==> src/rtl/vdma_pkg.sv <==
package vdma_pkg;
  localparam int IDX_W = 5;
  localparam logic [IDX_W-1:0] IDX_CTRL = 5'h0F;
  localparam logic [IDX_W-1:0] IDX_SRC  = 5'h10;
  localparam logic [IDX_W-1:0] IDX_LEN  = 5'h12;
  localparam logic [IDX_W-1:0] IDX_TSRC = 5'h13;
  localparam int CTRL_W   = 5;
  localparam int CB_TBLIE = 0;
  localparam int CB_BLKIE = 1;
  localparam int CB_SDEC  = 2;
  localparam int CB_DDEC  = 3;
  localparam int CB_RPT   = 4;
  typedef enum logic [1:0] {ST_IDLE, ST_READ, ST_LAND, ST_WRITE} seq_st_e;
endpackage

==> src/rtl/vdma_regs.sv <==
module vdma_regs
  import vdma_pkg::*;
#(
  parameter int AW = 16
) (
  input  logic              clk,
  input  logic              rst,
  input  logic              reg_we,
  input  logic              reg_hi,
  input  logic [IDX_W-1:0]  reg_addr,
  input  logic [7:0]        reg_wdata,
  input  logic              vblank,
  input  logic              stat_rd,
  input  logic              ack_blk,
  input  logic              ack_tbl,
  input  logic              done_blk,
  input  logic              done_tbl,
  output logic [AW-1:0]     src_q,
  output logic [AW-1:0]     dst_q,
  output logic [AW-1:0]     len_q,
  output logic [AW-1:0]     tsrc_q,
  output logic [CTRL_W-1:0] ctrl_q,
  output logic              blk_pend,
  output logic              tbl_pend,
  output logic              flag_blk,
  output logic              flag_tbl,
  output logic              irq
);
  localparam int NWREG = 4;

  // Word registers 0x10..0x13, written one byte at a time
  generate
    for (genvar k = 0; k < NWREG; k++) begin : g_wreg
      localparam logic [IDX_W-1:0] MY_IDX = IDX_W'(IDX_SRC + k);
      logic [AW-1:0] q;
      logic hit;
      assign hit = reg_we && (reg_addr == MY_IDX);
      always_ff @(posedge clk) begin
        if (rst) q <= '0;
        else if (hit) begin
          if (reg_hi) q[AW-1:8] <= (AW-8)'(reg_wdata);
          else        q[7:0]    <= reg_wdata;
        end
      end
    end
  endgenerate

  assign src_q  = g_wreg[0].q;
  assign dst_q  = g_wreg[1].q;
  assign len_q  = g_wreg[2].q;
  assign tsrc_q = g_wreg[3].q;

  logic len_go, tsrc_wr, tbl_arm;
  assign len_go  = reg_we && reg_hi && (reg_addr == IDX_LEN);
  assign tsrc_wr = reg_we && (reg_addr == IDX_TSRC);

  always_ff @(posedge clk) begin
    if (rst) begin
      ctrl_q   <= '0;
      blk_pend <= 1'b0;
      tbl_pend <= 1'b0;
      tbl_arm  <= 1'b0;
      flag_blk <= 1'b0;
      flag_tbl <= 1'b0;
    end else begin
      if (reg_we && !reg_hi && reg_addr == IDX_CTRL) ctrl_q <= reg_wdata[CTRL_W-1:0];
      if (len_go)       blk_pend <= 1'b1;
      else if (ack_blk) blk_pend <= 1'b0;
      if (tsrc_wr)      tbl_arm <= 1'b1;
      else if (vblank)  tbl_arm <= 1'b0;
      if (vblank && (tbl_arm || ctrl_q[CB_RPT])) tbl_pend <= 1'b1;
      else if (ack_tbl) tbl_pend <= 1'b0;
      if (done_blk)     flag_blk <= 1'b1;
      else if (stat_rd) flag_blk <= 1'b0;
      if (done_tbl)     flag_tbl <= 1'b1;
      else if (stat_rd) flag_tbl <= 1'b0;
    end
  end

  assign irq = (flag_blk && ctrl_q[CB_BLKIE]) || (flag_tbl && ctrl_q[CB_TBLIE]);

  // upper count byte arms a block copy
  p_len_arm_r2: assert property (@(posedge clk) disable iff (rst) len_go |=> blk_pend);
  // sequencer completion reaches the flag
  p_blk_flag_r5: assert property (@(posedge clk) disable iff (rst) done_blk |=> flag_blk);

  p_tbl_flag_r8: assert property (@(posedge clk) disable iff (rst) done_tbl |=> flag_tbl);

  p_clear_r10: assert property (@(posedge clk) disable iff (rst)
    (stat_rd && !done_blk && !done_tbl) |=> (!flag_blk && !flag_tbl));
  // unarmed strobe without repeat leaves nothing pending
  p_noarm_r7: assert property (@(posedge clk) disable iff (rst)
    (vblank && !tbl_arm && !tsrc_wr && !ctrl_q[CB_RPT] && !tbl_pend) |=> !tbl_pend);
endmodule

==> src/rtl/vdma_seq.sv <==
module vdma_seq
  import vdma_pkg::*;
#(
  parameter int AW  = 16,
  parameter int DW  = 16,
  parameter int TAW = 8
) (
  input  logic           clk,
  input  logic           rst,
  input  logic           host_pending,
  input  logic           vram_gnt,
  input  logic [DW-1:0]  vram_rdata,
  input  logic [AW-1:0]  src_q,
  input  logic [AW-1:0]  dst_q,
  input  logic [AW-1:0]  len_q,
  input  logic [AW-1:0]  tsrc_q,
  input  logic           sdec_cfg,
  input  logic           ddec_cfg,
  input  logic           blk_pend,
  input  logic           tbl_pend,
  output logic           ack_blk,
  output logic           ack_tbl,
  output logic           done_blk,
  output logic           done_tbl,
  output logic           vram_req,
  output logic           vram_we,
  output logic [AW-1:0]  vram_addr,
  output logic [DW-1:0]  vram_wdata,
  output logic           tbl_we,
  output logic [TAW-1:0] tbl_waddr,
  output logic [DW-1:0]  tbl_wdata
);
  localparam logic [AW-1:0] TBL_LAST = AW'((2 ** TAW) - 1);

  seq_st_e        st_q;
  logic           is_tbl_q, sdec_q, ddec_q;
  logic [AW-1:0]  sp_q, dp_q, cnt_q;
  logic [TAW-1:0] tix_q;
  logic [DW-1:0]  data_q;
  logic           xfer, last;

  function automatic logic [AW-1:0] step(input logic [AW-1:0] a, input logic dec);
    return dec ? a - 1'b1 : a + 1'b1;
  endfunction

  assign xfer     = vram_req && vram_gnt;
  assign last     = (cnt_q == '0);
  assign ack_tbl  = (st_q == ST_IDLE) && tbl_pend;
  assign ack_blk  = (st_q == ST_IDLE) && !tbl_pend && blk_pend;
  assign done_tbl = (st_q == ST_LAND) && is_tbl_q && last;
  assign done_blk = (st_q == ST_WRITE) && xfer && last;

  assign vram_req   = ((st_q == ST_READ) || (st_q == ST_WRITE)) && !host_pending;
  assign vram_we    = (st_q == ST_WRITE);
  assign vram_addr  = (st_q == ST_WRITE) ? dp_q : sp_q;
  assign vram_wdata = data_q;
  assign tbl_we     = (st_q == ST_LAND) && is_tbl_q;
  assign tbl_waddr  = tix_q;
  assign tbl_wdata  = vram_rdata;

  always_ff @(posedge clk) begin
    if (rst) begin
      st_q     <= ST_IDLE;
      is_tbl_q <= 1'b0;
      sdec_q   <= 1'b0;
      ddec_q   <= 1'b0;
      sp_q     <= '0;
      dp_q     <= '0;
      cnt_q    <= '0;
      tix_q    <= '0;
      data_q   <= '0;
    end else begin
      unique case (st_q)
        ST_IDLE: begin
          if (ack_tbl) begin
            is_tbl_q <= 1'b1;
            sp_q     <= tsrc_q;
            sdec_q   <= 1'b0;
            cnt_q    <= TBL_LAST;
            tix_q    <= '0;
            st_q     <= ST_READ;
          end else if (ack_blk) begin
            is_tbl_q <= 1'b0;
            sp_q     <= src_q;
            dp_q     <= dst_q;
            cnt_q    <= len_q;
            sdec_q   <= sdec_cfg;
            ddec_q   <= ddec_cfg;
            st_q     <= ST_READ;
          end
        end
        ST_READ: begin
          if (xfer) begin
            sp_q <= step(sp_q, sdec_q);
            st_q <= ST_LAND;
          end
        end
        ST_LAND: begin
          data_q <= vram_rdata;
          if (!is_tbl_q) st_q <= ST_WRITE;
          else if (last) st_q <= ST_IDLE;
          else begin
            cnt_q <= cnt_q - 1'b1;
            tix_q <= tix_q + 1'b1;
            st_q  <= ST_READ;
          end
        end
        ST_WRITE: begin
          if (xfer) begin
            dp_q <= step(dp_q, ddec_q);
            if (last) st_q <= ST_IDLE;
            else begin
              cnt_q <= cnt_q - 1'b1;
              st_q  <= ST_READ;
            end
          end
        end
        default: st_q <= ST_IDLE;
      endcase
    end
  end

  // an ungranted request holds its cycle
  p_hold_r9: assert property (@(posedge clk) disable iff (rst)
    (vram_req && !vram_gnt) |=> ($stable(vram_addr) && $stable(vram_we)));
  // a table fill never writes video memory
  p_tbl_nowr_r6: assert property (@(posedge clk) disable iff (rst)
    (vram_req && vram_we) |-> !is_tbl_q);
  // a granted read is followed by data landing
  p_land_r3: assert property (@(posedge clk) disable iff (rst)
    (xfer && !vram_we) |=> (st_q == ST_LAND));
endmodule

==> src/rtl/vdma_tbl_ram.sv <==
module vdma_tbl_ram #(
  parameter int DW  = 16,
  parameter int TAW = 8
) (
  input  logic           clk,
  input  logic           we,
  input  logic [TAW-1:0] waddr,
  input  logic [DW-1:0]  wdata,
  input  logic [TAW-1:0] raddr,
  output logic [DW-1:0]  rdata
);
  localparam int DEPTH = 2 ** TAW;
  logic [DW-1:0] mem [DEPTH];

  always_ff @(posedge clk) begin
    if (we) mem[waddr] <= wdata;
    rdata <= mem[raddr];
  end
endmodule

==> src/rtl/vram_dma_engine.sv <==
module vram_dma_engine
  import vdma_pkg::*;
#(
  parameter int AW  = 16,
  parameter int DW  = 16,
  parameter int TAW = 8
) (
  input  logic           clk,
  input  logic           rst,
  input  logic           reg_we,
  input  logic           reg_hi,
  input  logic [4:0]     reg_addr,
  input  logic [7:0]     reg_wdata,
  input  logic           stat_rd,
  input  logic           vblank,
  input  logic           host_pending,
  input  logic           vram_gnt,
  input  logic [DW-1:0]  vram_rdata,
  input  logic [TAW-1:0] tbl_raddr,
  output logic           vram_req,
  output logic           vram_we,
  output logic [AW-1:0]  vram_addr,
  output logic [DW-1:0]  vram_wdata,
  output logic [DW-1:0]  tbl_rdata,
  output logic           flag_blk,
  output logic           flag_tbl,
  output logic           irq
);
  logic [AW-1:0]     src_q, dst_q, len_q, tsrc_q;
  logic [CTRL_W-1:0] ctrl_q;
  logic              blk_pend, tbl_pend, ack_blk, ack_tbl, done_blk, done_tbl;
  logic              tbl_we;
  logic [TAW-1:0]    tbl_waddr;
  logic [DW-1:0]     tbl_wdata;

  vdma_regs #(.AW(AW)) u_regs (
    .clk(clk), .rst(rst), .reg_we(reg_we), .reg_hi(reg_hi), .reg_addr(reg_addr),
    .reg_wdata(reg_wdata), .vblank(vblank), .stat_rd(stat_rd),
    .ack_blk(ack_blk), .ack_tbl(ack_tbl), .done_blk(done_blk), .done_tbl(done_tbl),
    .src_q(src_q), .dst_q(dst_q), .len_q(len_q), .tsrc_q(tsrc_q), .ctrl_q(ctrl_q),
    .blk_pend(blk_pend), .tbl_pend(tbl_pend), .flag_blk(flag_blk), .flag_tbl(flag_tbl),
    .irq(irq)
  );

  vdma_seq #(.AW(AW), .DW(DW), .TAW(TAW)) u_seq (
    .clk(clk), .rst(rst), .host_pending(host_pending), .vram_gnt(vram_gnt),
    .vram_rdata(vram_rdata), .src_q(src_q), .dst_q(dst_q), .len_q(len_q), .tsrc_q(tsrc_q),
    .sdec_cfg(ctrl_q[CB_SDEC]), .ddec_cfg(ctrl_q[CB_DDEC]),
    .blk_pend(blk_pend), .tbl_pend(tbl_pend), .ack_blk(ack_blk), .ack_tbl(ack_tbl),
    .done_blk(done_blk), .done_tbl(done_tbl), .vram_req(vram_req), .vram_we(vram_we),
    .vram_addr(vram_addr), .vram_wdata(vram_wdata), .tbl_we(tbl_we),
    .tbl_waddr(tbl_waddr), .tbl_wdata(tbl_wdata)
  );

  vdma_tbl_ram #(.DW(DW), .TAW(TAW)) u_tbl (
    .clk(clk), .we(tbl_we), .waddr(tbl_waddr), .wdata(tbl_wdata),
    .raddr(tbl_raddr), .rdata(tbl_rdata)
  );

  // host traffic always wins the port
  p_yield_r9: assert property (@(posedge clk) disable iff (rst) host_pending |-> !vram_req);
  // quiet right after reset
  p_reset_r1: assert property (@(posedge clk) $fell(rst) |-> (!flag_blk && !flag_tbl && !vram_req));
endmodule

==> config.mk <==
export PLATFORM = sky130hd
export DESIGN_NAME = vram_dma_engine
export DESIGN_NICKNAME = d
export VERILOG_FILES = /design/src/rtl/vdma_pkg.sv /design/src/rtl/vdma_regs.sv /design/src/rtl/vdma_seq.sv /design/src/rtl/vdma_tbl_ram.sv /design/src/rtl/vram_dma_engine.sv
export SDC_FILE = /design/constraint.sdc
export NUM_CORES = 2
export LEC_CHECK = 0
export BUFFER_PORTS_ARGS = -buffer_cell sky130_fd_sc_hd__buf_4
export CAP_MARGIN = 5
export CORE_MARGIN = 2
export CORE_UTILIZATION = 63
export CTS_CLUSTER_DIAMETER = 50
export DETAILED_ROUTE_END_ITERATION = 16
export PLACE_DENSITY = 0.82
export SYNTH_ARGS = -nofsm -noshare
export SYNTH_HDL_FRONTEND = slang
export SYNTH_SLANG_ARGS = --single-unit
==> constraint.sdc <==
create_clock -name clk -period 4.2 [get_ports clk]
set_input_delay 0.42 -clock clk [delete_from_list [all_inputs] [get_ports clk]]
set_output_delay 0.42 -clock clk [all_outputs]
set_load 0.05 [all_outputs]
== Word level (Yosys, flattened, before mapping) ==
Memories as Yosys holds them, arrays and structs flattened. A register that Yosys moved wholly into a read port is not among the register bits.
Cells that the tools add are included.
Widths: inputs -> output; s select.
Word-level totals
  flip-flop bits (word level): 151
  bits in writable memories: 4096
  output and inout port bits: 53
  logic and storage cells: 143
  memories kept: 1
Cells by class
  $add $sub $neg: 6
  equality and inequality tests: 16
  multiplexer cells: 42
  bitwise logic cells: 2
  reduce and logical (&&, ||, !) cells: 53
Memories
  u_tbl.mem: depth 256, bits a word 16, rd ports 1, clocked after memory_dff 1, wr ports 1, RTL line vdma_tbl_ram.sv:13  | logic [DW-1:0] mem [DEPTH];
Operator list (number)
  $mux 16: 14
  $pmux 16 s2: 2
  $pmux 16 s3: 1
  $sub 16x1->16 const B: 3
  $add 16x1->16 const B: 2
  $mux 8: 3
  $eq 5x5->1 const B: 4
  $logic_and 1x1->1: 20
  $reduce_and 2->1: 9
  $reduce_bool 2->1: 9
  $logic_not 16->1: 1
  $pmux 8 s2: 1
  $mux 1: 15
  $reduce_and 4->1: 3
  $mux 2: 5
  $reduce_and 3->1: 3
  $add 8x1->8 const B: 1
  $ne 2x2->1 const B: 4
  $pmux 2 s4: 1
  $ne 2x1->1 const B: 3
  $eq 5x4->1 const B: 1
  $eq 2x2->1 const B: 2
  $logic_not 1->1: 3
  $logic_or 1x1->1: 3
  5 further kinds: 6

== Longest topological paths before layout ==
  word-level depth: 7
  depth in mapped cells: 11

== By module ==
Synthesis repeated with hierarchy kept, for this count alone.
Second synthesis, totals
  cells, all modules: 8374
  area, all modules: 167171.6 µm²
By module, submodules not included
  vdma_tbl_ram: times used 1, cells each 7360, area each 158714.7 µm², seq. area each 123318.3 µm²
  vdma_seq: times used 1, cells each 739, area each 5444.0 µm², seq. area each 1541.5 µm²
  vdma_regs: times used 1, cells each 275, area each 3012.9 µm², seq. area each 1481.4 µm²

== Worst setup path before layout ==
Ideal clock, no wire load.
  path kind: input to register
  start point: input tbl_raddr[0]
  end point: register u_tbl.rdata[3], read port of u_tbl.mem
  library setup time: 146 ps
  data arrival time: 3009 ps
  required time: 4054 ps
  slack: 1045 ps
  cell stages on the path: 9
  buffers on the path: 4
  path through: buf_2 > buf_2 > buf_2 > buf_2 > mux4_2 > mux4_2 > mux4_2 > a211oi_1 > a2111oi_0
RTL lines
  start: declaration: RTL line vram_dma_engine.sv:19  | input logic [TAW-1:0] tbl_raddr,
  end: declaration: RTL line vdma_tbl_ram.sv:10  | output logic [DW-1:0] rdata

== Final worst setup path ==
  start point: register u_seq.st_q[1]
  end point: memory u_tbl.mem[164][0] (enable)
Between the ends
  longest elaborated chain between the ends: 4
RTL lines
  start: declaration: RTL line vdma_seq.sv:35  | seq_st_e st_q;
  start signal: assignment: RTL line vdma_seq.sv:63  | st_q <= ST_IDLE;
  start signal: assignment: RTL line vdma_seq.sv:81  | st_q <= ST_READ;
  start signal: assignment: RTL line vdma_seq.sv:89  | st_q <= ST_READ;
  $eq 2x2->1: RTL line vdma_seq.sv:57  | assign tbl_we = (st_q == ST_LAND) && is_tbl_q;
  $logic_and 1x1->1: RTL line vdma_seq.sv:57
  $mux 1: RTL line vdma_tbl_ram.sv:16  | if (we) mem[waddr] <= wdata;
  $mux 1 (not written as such): RTL line vdma_tbl_ram.sv:16
  end: declaration: RTL line vdma_tbl_ram.sv:13
No other way between the ends.

==> impl_metrics.env <==
export IMPL_insertion_delay_ns=1.00
export IMPL_final_layout_size_suffix_gt1_frac=0.314
export IMPL_multiInputGateArea_mm2=0.0366
export IMPL_cp_end_kind="register"
export IMPL_grt_max_degree=173
export IMPL_place_area_mm2=0.173
export IMPL_viasPerCell=7.68
export IMPL_ios=98
export IMPL_place_hpwl_um=249000
export IMPL_slowest_delay_ns=1.01
export IMPL_cp_num_cells=7
export IMPL_die_area_mm2=0.266
export IMPL_irDropWorstVdd_uv=380
export IMPL_fillCellCount=12900
export IMPL_synth_area_leader_cell="edfxtp_1"
export IMPL_drt_initial_drc_count=17800
export IMPL_tightest_slew_ns=1.43
export IMPL_ys_types=74
export IMPL_cts_sinks=4263
export IMPL_finalHoldViolCount=0
export IMPL_worst_path_most_repeated_cell="nor2_1"
export IMPL_ys_flop_type="edfxtp_1"
export IMPL_register_area_mm2=0.126
export IMPL_wl_um=508000
export IMPL_io_buffers=97
export IMPL_final_area_mm2=0.187
export IMPL_synth_nets=7270
export IMPL_hold_ws_ns=0.0630
export IMPL_hold_class="primary input to register"
export IMPL_numCtsBuffers=419
export IMPL_critPathArrivalTime_ns=5.02
export IMPL_synth_top_area_share=0.746
export IMPL_path_max_fanout=14
export IMPL_h_tree_depth=5
export IMPL_num_vias=89800
export IMPL_ant_nets=0
export IMPL_rsz0062_at_grt="yes"
export IMPL_r2r_cells=7
export IMPL_fin_crit_sh=1.04
export IMPL_crit_type="register to register"
export IMPL_timing_critical_path_slowest_stage_cell="nor3b_1"
export IMPL_place_gp_congestion=0.860
export IMPL_netlist_instances=7190
export IMPL_maxSlewHeadroom=0.0417
export IMPL_core_area_mm2=0.260
export IMPL_crit_family="simple AND/OR/NAND/NOR gates"
export IMPL_row_count=187
export IMPL_status="complete, but fails checks"
export IMPL_utilization=0.719
export IMPL_area_delta_synth_final_pct=13.4
export IMPL_fin_nets=7898
export IMPL_path_cells="inv_1 > nor2_1 > nand2_1 > nor3b_1 > nand2_2 > nor2_1 > buf_4"
export IMPL_cts_tree="yes"
export IMPL_grt_pass1_wl_um=707000
export IMPL_synth_seq_cells=4263
export IMPL_violations="setup timing"
export IMPL_cap_violations=0
export IMPL_cts_root_buf="clkbuf_16"
export IMPL_start_util=0.634
export IMPL_dr_pass1_iters=6
export IMPL_die_h_um=516
export IMPL_cp_start_kind="register"
export IMPL_grt_usage=0.386
export IMPL_synth_seq_area_share=0.766
export IMPL_p_leak_nw=59.6
export IMPL_cp_num_buf_inv=2
export IMPL_syn_area_mm2=0.165
export IMPL_clock_path_buffers=4
export IMPL_fin_worst_skew_ns=0.0972
export IMPL_power_density_mw_per_mm2=482
export IMPL_cts_repair_resized=0
export IMPL_finalSetupViolCount=358
export IMPL_antenna_found_initial=44
export IMPL_grt_pass1_vias=88500
export IMPL_synth_edf_count=4096
export IMPL_synth_area_leaders="edfxtp_1 75%, mux4_2 18%, dfxtp_1 2.0%"
export IMPL_clk_pin_slew_ns=0.07
export IMPL_yosys_warnings=0
export IMPL_postSynthAreaPerCell_um2=22.9
export IMPL_fp_dieW_um=516
export IMPL_fmax_mhz=229
export IMPL_drt_wirelength_per_cell_um=43.5
export IMPL_holdPathStages=5
export IMPL_route_detailed_drc=0
export IMPL_required_ns=4.84
export IMPL_async_reset_ff_frac=0
export IMPL_setup_ws_ns=-0.175
export IMPL_overflow=0
export IMPL_finalCriticalPeriod_ns=4.38
export IMPL_slew_viol_final=0
## synth_stat cells (11+ instances only)
cell,count
nor3_1,25
ha_1,33
clkbuf_1,211
buf_4,35
dfxtp_1,167
nor2_1,394
o21ai_0,32
mux2i_1,135
nor2b_1,38
nand2_1,175
inv_1,15
a22o_1,17
mux4_2,1312
buf_1,22
a21o_1,13
a2111oi_0,19
nand3_1,24
xnor2_1,15
xor2_1,17
a21oi_1,77
a211oi_1,39
a311oi_1,11
buf_2,131
edfxtp_1,4096
## worst reg2reg max path, cell delays in order, from the launching register on
cell	delay, ns
dfxtp_1	0.37
inv_1	0.21
nor2_1	0.20
nand2_1	0.34
nor3b_1	1.02
nand2_2	0.76
nor2_1	0.77
buf_4	0.39
## stage by stage
step,setup TNS [ns],std cells,setup slack (ns),power (mW)
floorplan,0,7190,1.04,49.7
finish,-20.75,11700,-0.175,90.1
global placement,0,10900,0.0670,51.5
global route,-0.519,11700,-0.0356,91.4
detailed placement,-0.0279,10900,-0.0279,51.7
CTS,0,11700,0.130,89.9
## repair_timing
item / 4_1_cts / 5_1_grt
hold endpoints to repair: 121 / 0
endpoints found under the setup margin: 0 / 28
hold buffers: 15 / 0
setup buffers: 0 / 0
## layout make-up
cell class	instances	share of cell area
Multi-Input combinational cell	2503	0.196
Inverter	16	0.000321
Timing Repair Buffer	615	0.0300
Clock inverter	255	0.0149
Antenna cell	24	0.000321
Clock buffer	517	0.0591
Tap cell	3496	0.0234
Sequential cell	4263	0.676
## power breakdown
| part | switching, mW | internal, mW |
|---|---|---|
| combinational | 2.82 | 1.68 |
| clock | 17.4 | 21.6 |
| sequential | 0.0670 | 46.6 |
## state kept, by name (all words and copies together) (netlist names), 2 cells and up
name / flops
u_seq.vram_wdata: 16
u_regs.ctrl_q: 5
u_tbl.rdata: 16
u_regs.len_q: 16
u_seq.cnt_q: 16
u_regs.src_q: 16
u_seq.tbl_waddr: 8
u_regs.dst_q: 16
u_seq.sp_q: 16
u_tbl.mem: 4096
u_regs.tsrc_q: 16
u_seq.st_q: 2
u_seq.dp_q: 16
## cell families after synthesis
kind of cell | synth area share
compound gates | 0.0113
xor+xnor | 0.00170
flops | 0.766
fa+ha+maj | 0.00275
buf+inv | 0.0119
mux | 0.187
simple gates | 0.0186
## routing by layer
metal / global-route usage / wire length (µm) / share of wire
met3: 0.0948 / 68400 / 0.13
met1: 0.487 / 155000 / 0.30
met4: 0.241 / 41400 / 0.081
met5: 0 / 405 / 0.00080
met2: 0.610 / 243000 / 0.48
## path summary, 6_finish.rpt
check,from,to,slack [ns]
setup reg to reg,u_seq.st_q[1],u_tbl.mem[164][0],-0.18
hold / removal,reg_addr[1],u_regs.src_q[10],0.06
hold reg to reg,u_seq.vram_wdata[2],u_seq.vram_wdata[2],0.47
setup / recovery,u_seq.st_q[1],u_tbl.mem[164][0],-0.18
## cell usage in the layout (no fill, tap or decap), types with 23 or more instances in the layout
cell type  count
nor2b_1       38
diode_2       24
dfxtp_1      167
buf_4        515
edfxtp_1    4096
nand2_1      159
a21oi_1       77
a211oi_1      39
clkbuf_16    425
o21ai_0       32
nor3_1        25
clkbuf_8      23
bufinv_16     44
clkbuf_1      86
ha_1          33
mux2i_1      135
clkinv_1      75
clkinv_2      64
nor2_1       390
nand3_1       24
buf_12        64
mux4_2      1312
(Power assumes the default switching activity.)
